### config.mk
export PLATFORM = sky130hd
export DESIGN_NAME = upset_fsm
export DESIGN_NICKNAME = d
export VERILOG_FILES = /design/src/rtl/upset_fsm_pkg.sv /design/src/rtl/ufsm_rst_sync.sv /design/src/rtl/ufsm_decoder.sv /design/src/rtl/ufsm_next.sv /design/src/rtl/upset_fsm.sv
export SDC_FILE = /design/constraint.sdc
export NUM_CORES = 1
export LEC_CHECK = 0
export CORE_MARGIN = 2
export CORE_UTILIZATION = 50
export DETAILED_ROUTE_END_ITERATION = 8
export HOLD_SLACK_MARGIN = 0.08
export PLACE_DENSITY_LB_ADDON = 0.15
export SETUP_SLACK_MARGIN = 0.05
export SLEW_MARGIN = 30
export SYNTH_ARGS = -nofsm -noshare
export SYNTH_HDL_FRONTEND = slang
export SYNTH_SLANG_ARGS = --single-unit
### constraint.sdc
create_clock -name clk -period 0.8 [get_ports clk]
set_clock_uncertainty 0.1 [all_clocks]
set_input_delay 0.16 -clock clk [delete_from_list [all_inputs] [get_ports clk]]
set_output_delay 0.16 -clock clk [all_outputs]
set_load 0.05 [all_outputs]
### src/rtl/upset_fsm_pkg.sv
package upset_fsm_pkg;
  localparam int SW     = 5;
  localparam int NUM_ST = 4;

  typedef enum logic [1:0] {
    ST_IDLE = 2'd0,
    ST_REQ  = 2'd1,
    ST_BUSY = 2'd2,
    ST_DONE = 2'd3
  } st_e;

  // codes pairwise at least three bits apart
  function automatic logic [SW-1:0] code_of(st_e s);
    case (s)
      ST_IDLE: code_of = 5'b00000;
      ST_REQ:  code_of = 5'b00111;
      ST_BUSY: code_of = 5'b11001;
      default: code_of = 5'b11110;
    endcase
  endfunction
endpackage

### src/rtl/ufsm_rst_sync.sv
module ufsm_rst_sync #(
  parameter int STAGES = 2
) (
  input  logic clk,
  input  logic rst_n_i,
  output logic rst_o
);
  logic [STAGES-1:0] sh_q;

  // asynchronous assertion, release after STAGES clock edges
  always_ff @(posedge clk or negedge rst_n_i) begin
    if (!rst_n_i) sh_q <= '0;
    else          sh_q <= {sh_q[STAGES-2:0], 1'b1};
  end

  assign rst_o = ~sh_q[STAGES-1];
endmodule

### src/rtl/ufsm_decoder.sv
module ufsm_decoder
  import upset_fsm_pkg::*;
(
  input  logic [SW-1:0] code_i,
  output st_e           parent_o,
  output logic          corr_o,
  output logic          far_o
);
  logic [NUM_ST-1:0] near;
  logic [NUM_ST-1:0] exact;

  for (genvar g = 0; g < NUM_ST; g++) begin : g_dist
    localparam logic [SW-1:0] CODE = code_of(st_e'(g));
    assign near[g]  = ($countones(code_i ^ CODE) <= 1);
    assign exact[g] = (code_i == CODE);
  end

  // the legal state within one flip is unique
  always_comb begin
    parent_o = ST_IDLE;
    for (int i = 0; i < NUM_ST; i++) begin
      if (near[i]) parent_o = st_e'(i);
    end
  end

  assign corr_o = (|near) & ~(|exact);
  assign far_o  = ~(|near);
endmodule

### src/rtl/ufsm_next.sv
module ufsm_next
  import upset_fsm_pkg::*;
(
  input  st_e  cur_i,
  input  logic far_i,
  input  logic start_i,
  input  logic complete_i,
  input  logic ack_i,
  output st_e  ns_o
);
  always_comb begin
    if (far_i) begin
      ns_o = ST_IDLE;                    // safe fallback
    end else begin
      unique case (cur_i)
        ST_IDLE: ns_o = start_i    ? ST_REQ  : ST_IDLE;
        ST_REQ:  ns_o = ST_BUSY;
        ST_BUSY: ns_o = complete_i ? ST_DONE : ST_BUSY;
        ST_DONE: ns_o = ack_i      ? ST_IDLE : ST_DONE;
        default: ns_o = ST_IDLE;
      endcase
    end
  end
endmodule

### src/rtl/upset_fsm.sv
module upset_fsm
  import upset_fsm_pkg::*;
#(
  parameter int SYNC_STAGES = 2
) (
  input  logic          clk,
  input  logic          rst_n,
  input  logic          start_i,
  input  logic          complete_i,
  input  logic          ack_i,
  input  logic [SW-1:0] inj_mask_i,
  output logic          busy_o,
  output logic          done_o,
  output logic          corr_o,
  output logic          fault_o
);
  logic          rst;
  logic [SW-1:0] state_q;
  st_e           parent;
  st_e           ns;
  logic          near_hit;
  logic          far_hit;

  ufsm_rst_sync #(.STAGES(SYNC_STAGES)) u_rst (
    .clk     (clk),
    .rst_n_i (rst_n),
    .rst_o   (rst)
  );

  ufsm_decoder u_dec (
    .code_i   (state_q),
    .parent_o (parent),
    .corr_o   (near_hit),
    .far_o    (far_hit)
  );

  ufsm_next u_nxt (
    .cur_i      (parent),
    .far_i      (far_hit),
    .start_i    (start_i),
    .complete_i (complete_i),
    .ack_i      (ack_i),
    .ns_o       (ns)
  );

  // test mask folded into the register write
  always_ff @(posedge clk or posedge rst) begin
    if (rst) begin
      state_q <= code_of(ST_IDLE);
      busy_o  <= 1'b0;
      done_o  <= 1'b0;
      corr_o  <= 1'b0;
      fault_o <= 1'b0;
    end else begin
      state_q <= code_of(ns) ^ inj_mask_i;
      busy_o  <= (ns == ST_BUSY);
      done_o  <= (ns == ST_DONE);
      corr_o  <= near_hit;
      fault_o <= fault_o | far_hit;
    end
  end
endmodule

After elaboration in Yosys (flattened, before gate mapping) --
Cells that the tools add are included.
Storage, ports and cells: flip-flop bits (word level) 11, bits of input ports 10, output and inout bits 4, logic and storage cells 57
Operators by class: add/sub/neg operators 16, magnitude comparators 4, equal/unequal tests 9, multiplexer cells 9, bitwise logic cells 8, reduce and logical (&&, ||, !) cells 5
Operators by type and width (count):
- adder 32 x 1 -> 32 bit | 4
- adder 32 bit | 4
- less-or-equal comparator 32 x 2 -> 1 bit, second input constant | 4
- adder 1 x 1 -> 2 bit | 8
- one-hot mux 5 bit (3 select lines) | 1
- == test 5 bit, second input constant | 2
- == test 2 bit, second input constant | 4
- 2-to-1 mux 2 bit | 4
- one-hot mux 2 bit (4 select lines) | 1
- OR reduction 4 bit | 2
- inverter 3 bit | 2
- == test 5 x 3 -> 1 bit, second input constant | 1
- logical NOT 5 bit | 1
- bitwise XOR 5 bit | 1
- == test 2 x 1 -> 1 bit, second input constant | 2
- logical NOT 2 bit | 2
- inverter 4 bit | 1
- 2-to-1 mux 1 bit | 3
- inverter 1 bit | 2
- bitwise AND 1 bit | 1
- bitwise OR 1 bit | 1

Depth between registers and ports, before layout --
depth after elaboration 14, gate-level depth with buffers 12, mapped depth without buffers 12

Modules after synthesis --
Synthesis repeated with hierarchy kept, for this count alone.
Unflattened totals: cells, all modules 73, area, all modules 835.8 um^2
Modules (own cells, without submodules):
- ufsm_decoder | instances 1, cells an instance 38, area an instance 395.4 um^2, sequential area each 0.0 um^2
- upset_fsm | instances 1, cells an instance 23, area an instance 336.6 um^2, sequential area each 225.2 um^2
- ufsm_rst_sync | instances 1, cells an instance 4, area an instance 57.6 um^2, sequential area each 50.0 um^2
- ufsm_next | instances 1, cells an instance 8, area an instance 46.3 um^2, sequential area each 0.0 um^2

Worst setup path before layout --
Ideal clock, no wire load.
kind reg-to-reg, start register state_q[0], end register state_q[3], setup time 0.080 ns, data arrival time 2.939 ns, required time 0.620 ns, setup slack -2.319 ns, cell stages (with the launch flop) 12, buffers on the path 0, period minus slack after synthesis 3.119 ns, cells stage by stage dfrtp_1 inv_1 ha_1 inv_1 fa_1 inv_1 fa_1 a222oi_1 a221oi_2 ha_1 nor2_1 xnor2_1
Between the ends: cells in the longest elaborated chain, start to end 14, elaborated cells between the ends (all ways) 33, those cells by class add/sub: 12; order compare: 4; eq/ne: 5; mux: 6; bitwise: 3; reduce/logical: 3
RTL lines:
- start: declaration | RTL line upset_fsm.sv:18 | logic [SW-1:0] state_q;
- start signal: assignment | RTL line upset_fsm.sv:49 | state_q <= code_of(ST_IDLE);
- start signal: assignment | RTL line upset_fsm.sv:55 | state_q <= code_of(ns) ^ inj_mask_i;
- inverter 3 bit (no line)
- adder 1 x 1 -> 2 bit (not written as such) | RTL line ufsm_decoder.sv:14 | assign near[g] = ($countones(code_i ^ CODE) <= 1);
- adder 32 bit (not written as such) | RTL line ufsm_decoder.sv:14
- adder 32 x 1 -> 32 bit (not written as such) | RTL line ufsm_decoder.sv:14
- less-or-equal comparator 32 x 2 -> 1 bit | RTL line ufsm_decoder.sv:14
- 2-to-1 mux 1 bit | RTL line ufsm_decoder.sv:22 | if (near[i]) parent_o = st_e'(i);
- 2-to-1 mux 2 bit (2 in series) | RTL line ufsm_decoder.sv:22
- == test 2 bit, or another cell as far along | RTL line ufsm_next.sv:15 | unique case (cur_i)
- one-hot mux 2 bit (4 select lines) | RTL line ufsm_next.sv:15
- 2-to-1 mux 2 bit * | RTL line ufsm_next.sv:12 | if (far_i) begin
- == test 2 bit, or another cell as far along | RTL line upset_fsm_pkg.sv:14 | case (s)
- one-hot mux 5 bit (3 select lines) * | RTL line upset_fsm_pkg.sv:14
- bitwise XOR 5 bit * | RTL line upset_fsm.sv:55
Mark *: on every way between the ends. The rest lies on a longest branch, timed or not.

Worst setup path after layout --
start register state_q[3], end register state_q[3]
Between the ends: cells in the longest elaborated chain, start to end 13, elaborated cells between the ends (all ways) 33, those cells by class add/sub: 12; order compare: 4; eq/ne: 5; mux: 6; bitwise: 3; reduce/logical: 3
RTL lines (RTL line):
- adder 1 x 1 -> 2 bit (not written as such) or inverter 3 bit (tied branches)
- adder 32 bit (not written as such) or adder 1 x 1 -> 2 bit (tied branches) | ufsm_decoder.sv:14
- adder 32 x 1 -> 32 bit (not written as such) or adder 32 bit (tied branches) | ufsm_decoder.sv:14
- less-or-equal comparator 32 x 2 -> 1 bit or adder 32 x 1 -> 32 bit (tied branches) | ufsm_decoder.sv:14
- 2-to-1 mux 1 bit or less-or-equal comparator 32 x 2 -> 1 bit (tied branches) | ufsm_decoder.sv:22, ufsm_decoder.sv:14
- 2-to-1 mux 2 bit (2 in series) | ufsm_decoder.sv:22
- == test 2 bit, or another cell as far along | ufsm_next.sv:15
- one-hot mux 2 bit (4 select lines) | ufsm_next.sv:15
- 2-to-1 mux 2 bit * | ufsm_next.sv:12
- == test 2 bit, or another cell as far along | upset_fsm_pkg.sv:14
- one-hot mux 5 bit (3 select lines) * | upset_fsm_pkg.sv:14
- bitwise XOR 5 bit * | upset_fsm.sv:55
Marks and branches as above.

==> flow_summary.json <==
{
  "r2r_end": "state_q[3]$_DFF_PN0_",
  "vias": 569,
  "failed_checks": "hold timing, setup timing",
  "finalCoreUtilization_pct": 84.6,
  "cell_area_after_technology_mapping_um2": 772,
  "timing.setup.critical_path_class": "reg -> reg",
  "worstSetupStartpointType": "register",
  "post_synthesis_register_bit_count": 11,
  "finalHoldViolCount": 2,
  "nNetsFinal": 131,
  "grt_pass1_wl_mm": 2.68,
  "multiInputGateArea_um2": 533,
  "floorplan.io_pins": 14,
  "tritoncts_clock_tree": "yes",
  "syn-num-nets": 94,
  "antenna_found_initial": 0,
  "tns_ps": -19230,
  "die_area_um2": 1870,
  "final.setup.worst_slack_ps": -2130,
  "timing.hold.ws_ps": -59.4,
  "nFillCells": 88,
  "cts.sink_count": 11,
  "global_route.usage.met1_pct": 23.8,
  "setup_viol": 13,
  "via_per_inst": 4.82,
  "num_antenna_cells": 0,
  "rr_startpoint": "state_q[3]$_DFF_PN0_",
  "global_route.usage.met3_pct": 6.81,
  "root_buffer": "clkbuf_4",
  "rsz0062_at_grt": "yes",
  "drt_iter0_markers": 8,
  "globalRouteTotalUtil_pct": 20.7,
  "route.final.wire_length_mm": 1.69,
  "wire_per_inst_um": 14.3,
  "min_period_ps": 2930,
  "fin_crit_sh_pct": 367,
  "cts_max_level": 1,
  "initial_core_util_pct": 52.5,
  "synthesis.instances": 66,
  "place_congestion": 0.837,
  "slew_violations": 0,
  "grt-ovfl-total": 0,
  "worst_path_required_ps": 890,
  "ff2ff_setup_slack_ps": -2130,
  "clk_pin_slew_worst_paths_ps": 70,
  "grt_max_degree": 10,
  "worst_path_arrival_time_ps": 3020,
  "drt_pass_1_iters": 4,
  "core_area_um2": 1470,
  "critical_path.endpoint_type": "register",
  "worstSkewPairLatency_ps": 270,
  "layout.area.seq_um2": 280,
  "die_w_um": 43.3,
  "synthDistinctLibCells": 18,
  "synthToLayoutAreaGrowth_pct": 61.3,
  "busiest_layer": "met2",
  "fmax_ghz": 0.341,
  "ys_seq_area_share_pct": 35.7,
  "drive_above_1_share_pct": 51.0,
  "met2_usage_grt_pct": 36.4,
  "final_antenna_net_count": 0,
  "grt_pass1_vias": 622,
  "drc_errors": 0,
  "max-cap-violations": 0,
  "r2r.worst_path.cells": 12,
  "synthesis.yosys.warnings": 0,
  "cts-root-to-sink-buffers": 2,
  "syn_area_per_cell_um2": 11.7,
  "status": "finished, violations left",
  "dp_hpwl_mm": 1.33,
  "fp.dieH_um": 43.3,
  "port-buffer-count": 13,
  "crit_fanout": 3,
  "fp-row-count": 14,
  "worst_hold_path_type": "in -> async",
  "cts-buffers-inserted": 3
}
cell type report:
cell class / count / area share [%]
tap: 16 / 1.61
multi-input combinational: 38 / 42.8
sequential: 11 / 22.5
inverter: 17 / 5.53
timing repair buffer: 32 / 25.4
clock buffer: 4 / 2.11
metal layers:
| metal | share of wire, % | wire [µm] |
|---|---|---|
| met5 | 0 | 0 |
| met4 | 0 | 0 |
| met3 | 3.0 | 51 |
| met2 | 56 | 940 |
| met1 | 41 | 694 |
state kept, by name, summed over array words and instances (netlist names):
name and count:
u_rst.sh_q 2, fault_o 1, done_o 1, corr_o 1
busy_o 1, state_q 5
Yosys cell counts (all sizes together):
cell type	count	area share (%)
and3b	1	1.1
a21oi	2	1.3
ha	10	16
and3	2	1.8
nand2	2	0.97
nor2	1	0.49
a221oi	2	3.1
conb	1	0.49
a31oi	1	0.81
fa	8	21
a22oi	1	0.97
xnor2	5	5.7
dfrtp	11	36
a21o	1	1.1
a222oi	1	1.3
inv	17	8.3
kinds of logic (layout without fill, tap and decap cells):
kind of cell	after synthesis	count (layout)	share of synthesized area (%)
fa+ha+maj	18	18	37.0
xor+xnor	5	5	5.67
other cells	1	1	0.486
buf+inv	17	53	8.27
flops	11	11	35.7
simple gates	6	6	4.38
compound gates	8	8	8.59
critical path: stages, from the launching register on:
cell	delay, ps
dfrtp_1	380
inv_2	70
ha_4	280
inv_4	50
fa_2	330
fa_1	490
buf_4	170
and3b_1	210
a221oi_4	250
inv_2	80
ha_4	170
nor2_4	140
xnor2_2	120
worst max path at each step:
stage	slack [ps]	to	start	cells past startpoint
finish	-2130	state_q[3]$_DFF_PN0_	state_q[3]$_DFF_PN0_	12
global route	-2230	state_q[3]$_DFF_PN0_	state_q[1]$_DFF_PN0_	12
CTS	-2160	state_q[3]$_DFF_PN0_	state_q[1]$_DFF_PN0_	12
detailed placement	-2200	state_q[3]$_DFF_PN0_	state_q[3]$_DFF_PN0_	12
global placement	-2090	state_q[0]$_DFF_PN0_	state_q[3]$_DFF_PN0_	10
floorplan	-2200	state_q[3]$_DFF_PN0_	state_q[2]$_DFF_PN0_	12
cell usage in the layout (no fill, tap or decap), types with 2 or more instances in the layout:
cell type,Yosys,layout
clkbuf_4,0,3
clkdlybuf4s50_1,0,9
inv_4,0,2
buf_4,0,18
fa_1,8,5
inv_1,17,9
nand2_1,2,2
a21oi_1,2,2
ha_4,0,3
xnor2_2,0,2
inv_2,0,6
fa_2,0,3
buf_12,0,4
xnor2_1,5,3
ha_1,10,6
dfrtp_1,11,7
dfrtp_2,0,4
stage by stage:
stage	setup WS (ps)	area, µm²	instances
after detailed placement	-2200	1110	107
after global routing	-2230	1240	118
after floorplan	-2200	833	66
final	-2130	1240	118
after global placement	-2090	1110	107
after CTS	-2160	1210	115
what timing repair did:
action	4_1_cts	5_1_grt
hold endpoints to repair	6	2
endpoints found under the setup margin	13	13
pin swaps	10	3
gates cloned	0	0
gates resized for setup	6	4
setup buffers	4	3
Power is left out: the tool's default activity adds up to more than one toggle a clock period on the data nets, which glitch-free logic cannot reach.
